<file path="src/rtl/ssm_pkg.sv">
package ssm_pkg;
    localparam int CODE_W     = 5;
    localparam int PCT_DEN    = 400;
    localparam int CTR_K_MIN  = 1;
    localparam int CTR_K_MAX  = 10;
    localparam int DN_K_MIN   = 2;
    localparam int DN_K_MAX   = 20;

    typedef enum logic {
        SWEEP_CENTER = 1'b0,
        SWEEP_DOWN   = 1'b1
    } sweep_mode_e;
endpackage

</file>
<file path="src/rtl/ssm_tick_gen.sv">
module ssm_tick_gen #(
    parameter int DIV = 50
) (
    input  logic clk_i,
    input  logic rst_ni,
    output logic tick_o
);
    localparam int CNT_W = (DIV > 2) ? $clog2(DIV) : 1;
    localparam logic [CNT_W-1:0] LAST = CNT_W'(DIV - 1);

    logic [CNT_W-1:0] cnt_d, cnt_q;

    always_comb begin
        cnt_d  = cnt_q + CNT_W'(1);
        tick_o = (cnt_q == LAST);
        if (tick_o) begin
            cnt_d = '0;
        end
    end

    always_ff @(posedge clk_i) begin
        if (!rst_ni) begin
            cnt_q <= '0;
        end else begin
            cnt_q <= cnt_d;
        end
    end
endmodule

</file>
<file path="src/rtl/ssm_cfg_clamp.sv">
module ssm_cfg_clamp
    import ssm_pkg::*;
#(
    parameter int WORD_W = 32,
    parameter int PER_W  = 4,
    parameter int MAX_L  = 10,
    parameter int LOG_W  = 4
) (
    input  logic [WORD_W-1:0] nom_i,
    input  logic              down_i,
    input  logic [CODE_W-1:0] code_i,
    input  logic [PER_W-1:0]  period_i,
    output logic [WORD_W-1:0] dev_o,
    output logic [LOG_W-1:0]  lg_o
);
    localparam int PROD_W = WORD_W + CODE_W;

    logic [CODE_W-1:0] k_min, k_max, k_use;
    logic [PROD_W-1:0] prod, quot;

    always_comb begin
        k_min = down_i ? CODE_W'(DN_K_MIN) : CODE_W'(CTR_K_MIN);
        k_max = down_i ? CODE_W'(DN_K_MAX) : CODE_W'(CTR_K_MAX);
        if (code_i < k_min) begin
            k_use = k_min;
        end else if (code_i > k_max) begin
            k_use = k_max;
        end else begin
            k_use = code_i;
        end
        prod  = PROD_W'(nom_i) * PROD_W'(k_use);
        quot  = prod / PROD_W'(PCT_DEN);
        dev_o = quot[WORD_W-1:0];
    end

    always_comb begin
        if (period_i == '0) begin
            lg_o = LOG_W'(1);
        end else if (32'(period_i) > MAX_L) begin
            lg_o = LOG_W'(MAX_L);
        end else begin
            lg_o = LOG_W'(period_i);
        end
    end
endmodule

</file>
<file path="src/rtl/ssm_wave_calc.sv">
module ssm_wave_calc #(
    parameter int WORD_W = 32,
    parameter int MAX_L  = 10,
    parameter int LOG_W  = 4,
    parameter int PH_W   = 11
) (
    input  logic [WORD_W-1:0] nom_i,
    input  logic [WORD_W-1:0] dev_i,
    input  logic              down_i,
    input  logic [LOG_W-1:0]  lg_i,
    input  logic [PH_W-1:0]   ph_i,
    output logic [WORD_W-1:0] word_o
);
    localparam int EXT_W  = WORD_W + 1;
    localparam int MUL_W  = EXT_W + PH_W;

    logic [PH_W:0]    half, tri_v;
    logic [EXT_W-1:0] top, span, res;
    logic [MUL_W-1:0] prod, scaled;

    always_comb begin
        half  = (PH_W+1)'(1) << lg_i;
        if ({1'b0, ph_i} < half) begin
            tri_v = {1'b0, ph_i};
        end else begin
            tri_v = (half << 1) - {1'b0, ph_i};
        end
        if (down_i) begin
            top  = EXT_W'(nom_i);
            span = EXT_W'(dev_i);
        end else begin
            top  = EXT_W'(nom_i) + EXT_W'(dev_i);
            span = EXT_W'(dev_i) << 1;
        end
        prod   = MUL_W'(span) * MUL_W'(tri_v);
        scaled = prod >> lg_i;
        res    = top - scaled[EXT_W-1:0];
        word_o = res[WORD_W-1:0];
    end
endmodule

</file>
<file path="src/rtl/ssm_profile_gen.sv">
module ssm_profile_gen
    import ssm_pkg::*;
#(
    parameter int WORD_W = 32,
    parameter int PER_W  = 4,
    parameter int MAX_L  = 10,
    parameter int DIV    = 50
) (
    input  logic              clk_i,
    input  logic              rst_ni,
    input  logic [WORD_W-1:0] nom_word_i,
    input  logic              spread_mode_i,
    input  logic [4:0]        spread_code_i,
    input  logic [PER_W-1:0]  period_log_i,
    input  logic              spread_en_ni,
    output logic [WORD_W-1:0] word_o,
    output logic              word_stb_o
);
    localparam int LOG_W = $clog2(MAX_L + 1);
    localparam int PH_W  = MAX_L + 1;

    typedef struct packed {
        logic [WORD_W-1:0] nom;
        logic [WORD_W-1:0] dev;
        logic              down;
        logic [LOG_W-1:0]  lg;
    } cfg_t;

    typedef struct packed {
        cfg_t              cfg;
        logic [PH_W-1:0]   ph;
        logic              start;
        logic [WORD_W-1:0] word;
        logic              stb;
    } state_t;

    state_t st_d, st_q;
    cfg_t   cfg_new;
    logic   tick;
    logic [WORD_W-1:0] dev_new, wave_word;
    logic [LOG_W-1:0]  lg_new;
    logic [PH_W-1:0]   ph_next;

    function automatic logic [PH_W-1:0] start_phase(input logic down, input logic [LOG_W-1:0] lg);
        logic [PH_W:0] half;
        half = (PH_W+1)'(1) << lg;
        return down ? '0 : half[PH_W:1];
    endfunction

    function automatic logic [PH_W-1:0] wrap_mask(input logic [LOG_W-1:0] lg);
        logic [PH_W+1:0] full;
        full = ((PH_W+2)'(1) << (lg + LOG_W'(1))) - (PH_W+2)'(1);
        return full[PH_W-1:0];
    endfunction

    ssm_tick_gen #(.DIV(DIV)) tick_i (
        .clk_i  (clk_i),
        .rst_ni (rst_ni),
        .tick_o (tick)
    );

    ssm_cfg_clamp #(
        .WORD_W (WORD_W),
        .PER_W  (PER_W),
        .MAX_L  (MAX_L),
        .LOG_W  (LOG_W)
    ) clamp_i (
        .nom_i    (nom_word_i),
        .down_i   (spread_mode_i),
        .code_i   (spread_code_i),
        .period_i (period_log_i),
        .dev_o    (dev_new),
        .lg_o     (lg_new)
    );

    ssm_wave_calc #(
        .WORD_W (WORD_W),
        .MAX_L  (MAX_L),
        .LOG_W  (LOG_W),
        .PH_W   (PH_W)
    ) wave_i (
        .nom_i  (st_q.cfg.nom),
        .dev_i  (st_q.cfg.dev),
        .down_i (st_q.cfg.down),
        .lg_i   (st_q.cfg.lg),
        .ph_i   (st_q.ph),
        .word_o (wave_word)
    );

    always_comb begin
        cfg_new.nom  = nom_word_i;
        cfg_new.dev  = dev_new;
        cfg_new.down = (spread_mode_i == SWEEP_DOWN);
        cfg_new.lg   = lg_new;

        ph_next = (st_q.ph + PH_W'(1)) & wrap_mask(st_q.cfg.lg);

        st_d     = st_q;
        st_d.stb = 1'b0;
        if (tick) begin
            st_d.stb = 1'b1;
            if (spread_en_ni) begin
                st_d.cfg   = cfg_new;
                st_d.word  = nom_word_i;
                st_d.start = 1'b1;
            end else if (st_q.start) begin
                st_d.cfg   = cfg_new;
                st_d.word  = nom_word_i;
                st_d.ph    = (start_phase(cfg_new.down, cfg_new.lg) + PH_W'(1))
                             & wrap_mask(cfg_new.lg);
                st_d.start = 1'b0;
            end else begin
                st_d.word  = wave_word;
                st_d.ph    = ph_next;
                st_d.start = (ph_next == start_phase(st_q.cfg.down, st_q.cfg.lg));
            end
        end
    end

    always_ff @(posedge clk_i) begin
        if (!rst_ni) begin
            st_q       <= '0;
            st_q.start <= 1'b1;
        end else begin
            st_q <= st_d;
        end
    end

    assign word_o     = st_q.word;
    assign word_stb_o = st_q.stb;
endmodule

</file>
<file path="config.mk">
export PLATFORM = sky130hd
export DESIGN_NAME = ssm_profile_gen
export DESIGN_NICKNAME = d
export VERILOG_FILES = /design/src/rtl/ssm_pkg.sv /design/src/rtl/ssm_tick_gen.sv /design/src/rtl/ssm_cfg_clamp.sv /design/src/rtl/ssm_wave_calc.sv /design/src/rtl/ssm_profile_gen.sv
export SDC_FILE = /design/constraint.sdc
export NUM_CORES = 2
export LEC_CHECK = 0
export ABC_AREA = 1
export BUFFER_PORTS_ARGS = -buffer_cell sky130_fd_sc_hd__buf_2
export CORE_MARGIN = 3
export CORE_UTILIZATION = 57
export DETAILED_ROUTE_END_ITERATION = 16
export GPL_TIMING_DRIVEN = 0
export HOLD_SLACK_MARGIN = 0.12
export PLACE_DENSITY_LB_ADDON = 0.1
export SYNTH_ARGS = -nofsm -noshare
export SYNTH_HDL_FRONTEND = slang
export SYNTH_SLANG_ARGS = --single-unit
</file>
<file path="constraint.sdc">
create_clock -name clk_i -period 24.2 [get_ports clk_i]
set_input_delay 3.63 -clock clk_i [delete_from_list [all_inputs] [get_ports clk_i]]
set_output_delay 3.63 -clock clk_i [all_outputs]
set_load 0.03 [all_outputs]
</file>
; Word-level counts from Yosys, hierarchy flattened
; Cells that the tools add are included.
[classes]
div_mod_pow = 1
mul = 2
addsub = 10
n_lt_le_gt_ge = 4
n_reduce_logical = 5
n_mux = 16
bitwise_logic = 4
n_shift = 5
n_eq_ne = 2
[op_table]
columns = operator, count
row1 = 69-bit 2-to-1 mux, 2
row2 = 33-bit 2-to-1 mux, 2
row3 = 33-bit by 12-bit multiplier with 44-bit output, 1
row4 = 44-bit 2-to-1 mux, 1
row5 = 44-bit by 4-bit right shift with 32-bit output, 1
row6 = 37-bit by 9-bit divider with 37-bit output (second input constant), 1
row7 = 32-bit by 5-bit multiplier with 37-bit output, 1
row8 = 32-bit adder, 1
row9 = 32-bit 2-to-1 mux, 1
row10 = 32-bit subtractor, 1
row11 = 1-bit by 4-bit << shifter with 12-bit output (first input constant), 2
row12 = 11-bit by 1-bit adder with 11-bit output (second input constant), 2
row13 = 11-bit AND, 2
row14 = 11-bit 2-to-1 mux, 2
row15 = 1-bit by 4-bit << shifter with 11-bit output (first input constant), 2
row16 = 11-bit by 2-bit subtractor with 11-bit output (second input constant), 2
row17 = 5-bit 2-to-1 mux, 3
row18 = 11-bit by 12-bit < comparator with 1-bit output, 1
row19 = 12-bit 2-to-1 mux, 1
row20 = 12-bit by 11-bit subtractor with 12-bit output, 1
row21 = 11-bit == test, 1
row22 = 4-bit by 1-bit adder with 4-bit output (second input constant), 2
row23 = 4-bit 2-to-1 mux, 2
row24 = 6-bit by 1-bit adder with 6-bit output (second input constant), 1
row25 = other kinds (11), 13
[word_totals]
in_bits = 45
ff_bits = 120
out_inout_bits = 33
elab_cells = 58

; Longest topological paths before layout
[logic_depth]
ltp_word = 9
ltp_mapped = 179
depth_no_buf = 179

; Modules after synthesis
; Synthesis repeated with hierarchy kept, for this count alone.
[hier_totals]
cells_unflattened = 5700
hier_area_um2 = 36442.5
[modules_own_cells]
columns = module, cells_per_inst, seq_area_each_um2, instances, area_per_inst_um2
row1 = ssm_wave_calc, 3110, 0.0, 1, 19867.8
row2 = ssm_cfg_clamp, 1771, 0.0, 1, 10711.5
row3 = ssm_profile_gen, 786, 2282.2, 1, 5591.6
row4 = ssm_tick_gen, 33, 120.1, 1, 271.5

; Least setup slack after synthesis
; Ideal clock, no wire load.
[synth_timing]
path_kind = input to register
startpoint = input spread_mode_i
endpoint = register st_q[50] in the netlist's numbering
n_path_buf = 1
setup_slack_ps = 4613
path_stages = 152
setup_ps = 117
t_arrival_ps = 19470
required_time_ps = 24083
cell_sequence = inv_1 -> ha_1 -> inv_1 -> nor2_1 -> o21ai_0 -> nand2_1 -> o21ai_0 -> inv_1 -> or2_2 -> nand3_1 -> clkbuf_1 -> nor2_1 -> fa_1 -> fa_1 -> inv_1 -> fa_1 -> inv_1 -> ha_1 -> [... 116 more ...] -> nand2_1 -> nand3_1 -> nand2_1 -> nand2_2 -> nand3_4 -> nand2_4 -> nand2_1 -> nand2_2 -> nor2_2 -> nand2_2 -> nand2_2 -> nand2_1 -> nand2_1 -> nor2_2 -> nand2_1 -> nand2_1 -> nor2_1 -> nor2_1
[synth_via]
elab_chain_cells = 8
word_cells_on_any_way = 10
cone_classes = mul: 1 / div: 1 / order compare: 2 / mux: 6
[synth_lines]
columns = element, line
row1 = "start, declared", ssm_profile_gen.sv:12  ; input logic spread_mode_i,
row2 = 5-bit 2-to-1 mux, ssm_cfg_clamp.sv:23  ; k_max = down_i ? CODE_W'(DN_K_MAX) : CODE_W'(CTR_K_MAX);
row3 = 5-bit greater-than comparator, ssm_cfg_clamp.sv:26  ; end else if (code_i > k_max) begin
row4 = 5-bit 2-to-1 mux, ssm_cfg_clamp.sv:26
row5 = 5-bit 2-to-1 mux (*), ssm_cfg_clamp.sv:24  ; if (code_i < k_min) begin
row6 = 32-bit by 5-bit multiplier with 37-bit output (*), ssm_cfg_clamp.sv:31  ; prod = PROD_W'(nom_i) * PROD_W'(k_use);
row7 = 37-bit by 9-bit divider with 37-bit output (*), ssm_cfg_clamp.sv:32  ; quot = prod / PROD_W'(PCT_DEN);
row8 = 69-bit 2-to-1 mux, ssm_profile_gen.sv:106  ; end else if (st_q.start) begin
row9 = 69-bit 2-to-1 mux (*), ssm_profile_gen.sv:102  ; if (spread_en_ni) begin
row10 = "end signal, assigned", ssm_profile_gen.sv:125  ; st_q <= st_d;
row11 = "end, declared", ssm_profile_gen.sv:37  ; state_t st_d, st_q;
; Every way passes the cells marked *; elsewhere a longest branch is shown, timed or not. The select of a mux whose other input is x is not followed.
; A chain may end at the register's enable or synchronous reset.

; Worst setup path in the final report
; Ends and elaborated chain as after synthesis.

==> results.yml <==
run_status:
  status: "complete, no violations"
clocking:
  cts_tree: "done"
  clkTransAtPathRegs_ns: 0.06
  cts.sinks: 117
  htreeDepth: 4
  postCtsHoldBufs: 0
  root_buffer: "clkbuf_16"
  insertion_delay_ns: 0.44
  numCtsBuffers: 17
  cts.path.max_buffers: 2
place:
  place_ws_ns: 0.3779
  dpl.cell_count: 5592
  place_congestion: 0.9876
  numPortBuffers: 76
  dp_hpwl_um: 81510
worst_setup_path:
  startpoint_type: "primary input"
  setup.worst_path.end_class: "flop"
  slowest_stage: "fa_1"
  startpoint: "spread_mode_i"
  worstReg2RegStart: "st_q[47]$_SDFFE_PN0P_"
  worst-endpoint-required_ns: 24.52
  critPathKind: "in -> reg"
  slowest_delay_ns: 0.57
  cp.arrival_ns: 22.76
  crit_path_frequent_cell: "nand2_2"
  path_max_fanout: 7
global_routing:
  grt_usage_pct: 32.54
  antenna_found_initial: 1
  grt_pass1_wl_um: 154300
  gr-total-overflow: 0
  grt_pass1_vias: 29687
  grt_max_degree: 17
detailed_routing:
  first_pass_iters: 6
  num_vias: 30662
  ant_nets: 0
  drc_errors: 0
  initialDrtViolationCount: 2013
  drt-total-wl_um: 95180
  via_per_inst: 5.441
  wire_per_inst_um: 16.89
logic_synthesis:
  yosys.area.top_type: "fa_1"
  ys_types: 69
  synth_flop_cell: "dfxtp_1"
  syn-instance-count: 4768
  synth_area_leaders: "fa_1 23%, nand2_1 12%, inv_1 10%"
  synth_area_per_cell_um2: 6.710
  ys_ff_latch: 117
  synthesis.area_um2: 31990
  syn-num-nets: 5413
  ys_seq_area_share_pct: 7.321
  synth_edf_count: 0
  netlist.area_leader.share_pct: 23.40
  postSynth.asyncResetShare_pct: 0
  ys_warn_count: 0
sta:
  final.period_utilization_pct: 92.72
  setup_viol: 0
  max_freq_ghz: 0.04457
  tightest_slew_ns: 1.313
  relSlewSlack_pct: 11.88
  slew_viol_final: 0
  min_period_ns: 22.44
  hold_viol: 0
  fin_ws_ns: 1.761
  fin_worst_skew_ns: 0.01500
floorplan:
  die_area_um2: 59010
  core_um2: 55310
  start_util_pct: 57.85
  die_w_um: 242.9
  rows: 86
  die_h_um: 242.9
  ios: 78
cells_and_area:
  final_cell_mix: "1052 x nand2_1, 880 x inv_1, 467 x nor2_1, 374 x fa_1, 293 x o21ai_0"
  diodes: 0
  stdcell_count: 5635
  final_common_cell: "nand2_1"
  nNetsFinal: 5519
  drive_gt1_share_pct: 10.89
  syn_to_final_growth_pct: 6.500
min_path:
  min-delay-start: "word_o[15]$_SDFFE_PN0P_"
  min_path_type: "reg -> reg"
job:
  cap_viol_max_count: 0
-- kinds of logic (layout without fill, tap and decap cells) --
| kind of cell | after synthesis | count (layout) | synth area share [%] |
|---|---|---|---|
| AO/OA/AOI/OAI | 711 | 711 | 12.33 |
| XOR/XNOR | 116 | 116 | 3.234 |
| adder cells (fa/ha/maj) | 600 | 600 | 32.24 |
| buffers and inverters | 1091 | 1210 | 13.50 |
| flip-flops | 117 | 117 | 7.321 |
| multiplexers | 16 | 16 | 0.5006 |
| AND/OR/NAND/NOR | 2117 | 2117 | 30.88 |
-- state kept, by name, indices dropped and copies added (netlist names) --
name          count
word_stb_o        1
st_q             78
tick_i.cnt_q      6
word_o           32
-- synth_stat cells, types with 45 or more instances --
library cell and instances:
o21ai_0 294, fa_1 374, nand3_1 195, nand2_1 1054, o21ai_1 58, nor2_1 469, xor2_1 75, clkbuf_1 107
ha_1 226, a21oi_1 219, inv_1 882, nand2_4 61, dfxtp_1 117, nand4_1 45, nand2_2 153
-- per-layer routing --
metal / routed length (um) / part of all wire [%] / track usage, % / vias up
li1: - / - / - / 15033
met4: 4938 / 5.2 / 14.13 / 0
met2: 44460 / 47 / 54.84 / 875
met5: 0 / 0 / 0 / -
met1: 40260 / 42 / 42.22 / 14556
met3: 5517 / 5.8 / 3.900 / 198
-- through the flow --
stage          utilization [%]  area (um2)  hold slack, ns  setup TNS (ns)
6_report                 61.61       34070          0.4568               0
5_1_grt                  61.61       34070          0.4863       -0.007095
4_1_cts                  61.31       33910          0.4568               0
3_5_place_dp             60.23       33310          0.4451               0
3_3_place_gp             60.23       33310          0.4406               0
2_1_floorplan                -       31990          0.4272               0
-- layout make-up --
class | count | area [um2]
Multi-Input combinational cell | 3560 | 25370
Fill cell | 5475 | 21240
Inverter | 938 | 3597
Sequential cell | 117 | 2342
Tap cell | 748 | 935.9
Buffer | 153 | 755.7
Timing Repair Buffer | 87 | 465.4
Clock buffer | 19 | 432.9
Clock inverter | 13 | 168.9
-- critical path, delay by kind of cell --
family / cells / cell delay (ns)
buffers and inverters: 7 / 1.02
AND/OR/NAND/NOR: 136 / 15.12
adder cells (fa/ha/maj): 5 / 2.32
AO/OA/AOI/OAI: 3 / 0.57
-- worst paths after layout --
kind,to,slack (ns),depth (start not counted)
min,word_o[15]$_SDFFE_PN0P_,0.46,2
min reg2reg,word_o[15]$_SDFFE_PN0P_,0.46,2
max reg2reg,word_o[31]$_SDFFE_PN0P_,8.25,83
max,st_q[50]$_SDFFE_PN0P_,1.76,151
-- repair_timing --
item                                    4_1_cts  5_1_grt
resized for setup                             0       45
endpoints found under the setup margin        0        3
setup buffers                                 0       11
Power is not shown: default switching activity piles up to over one toggle a cycle in this logic, so the estimate is an artifact.
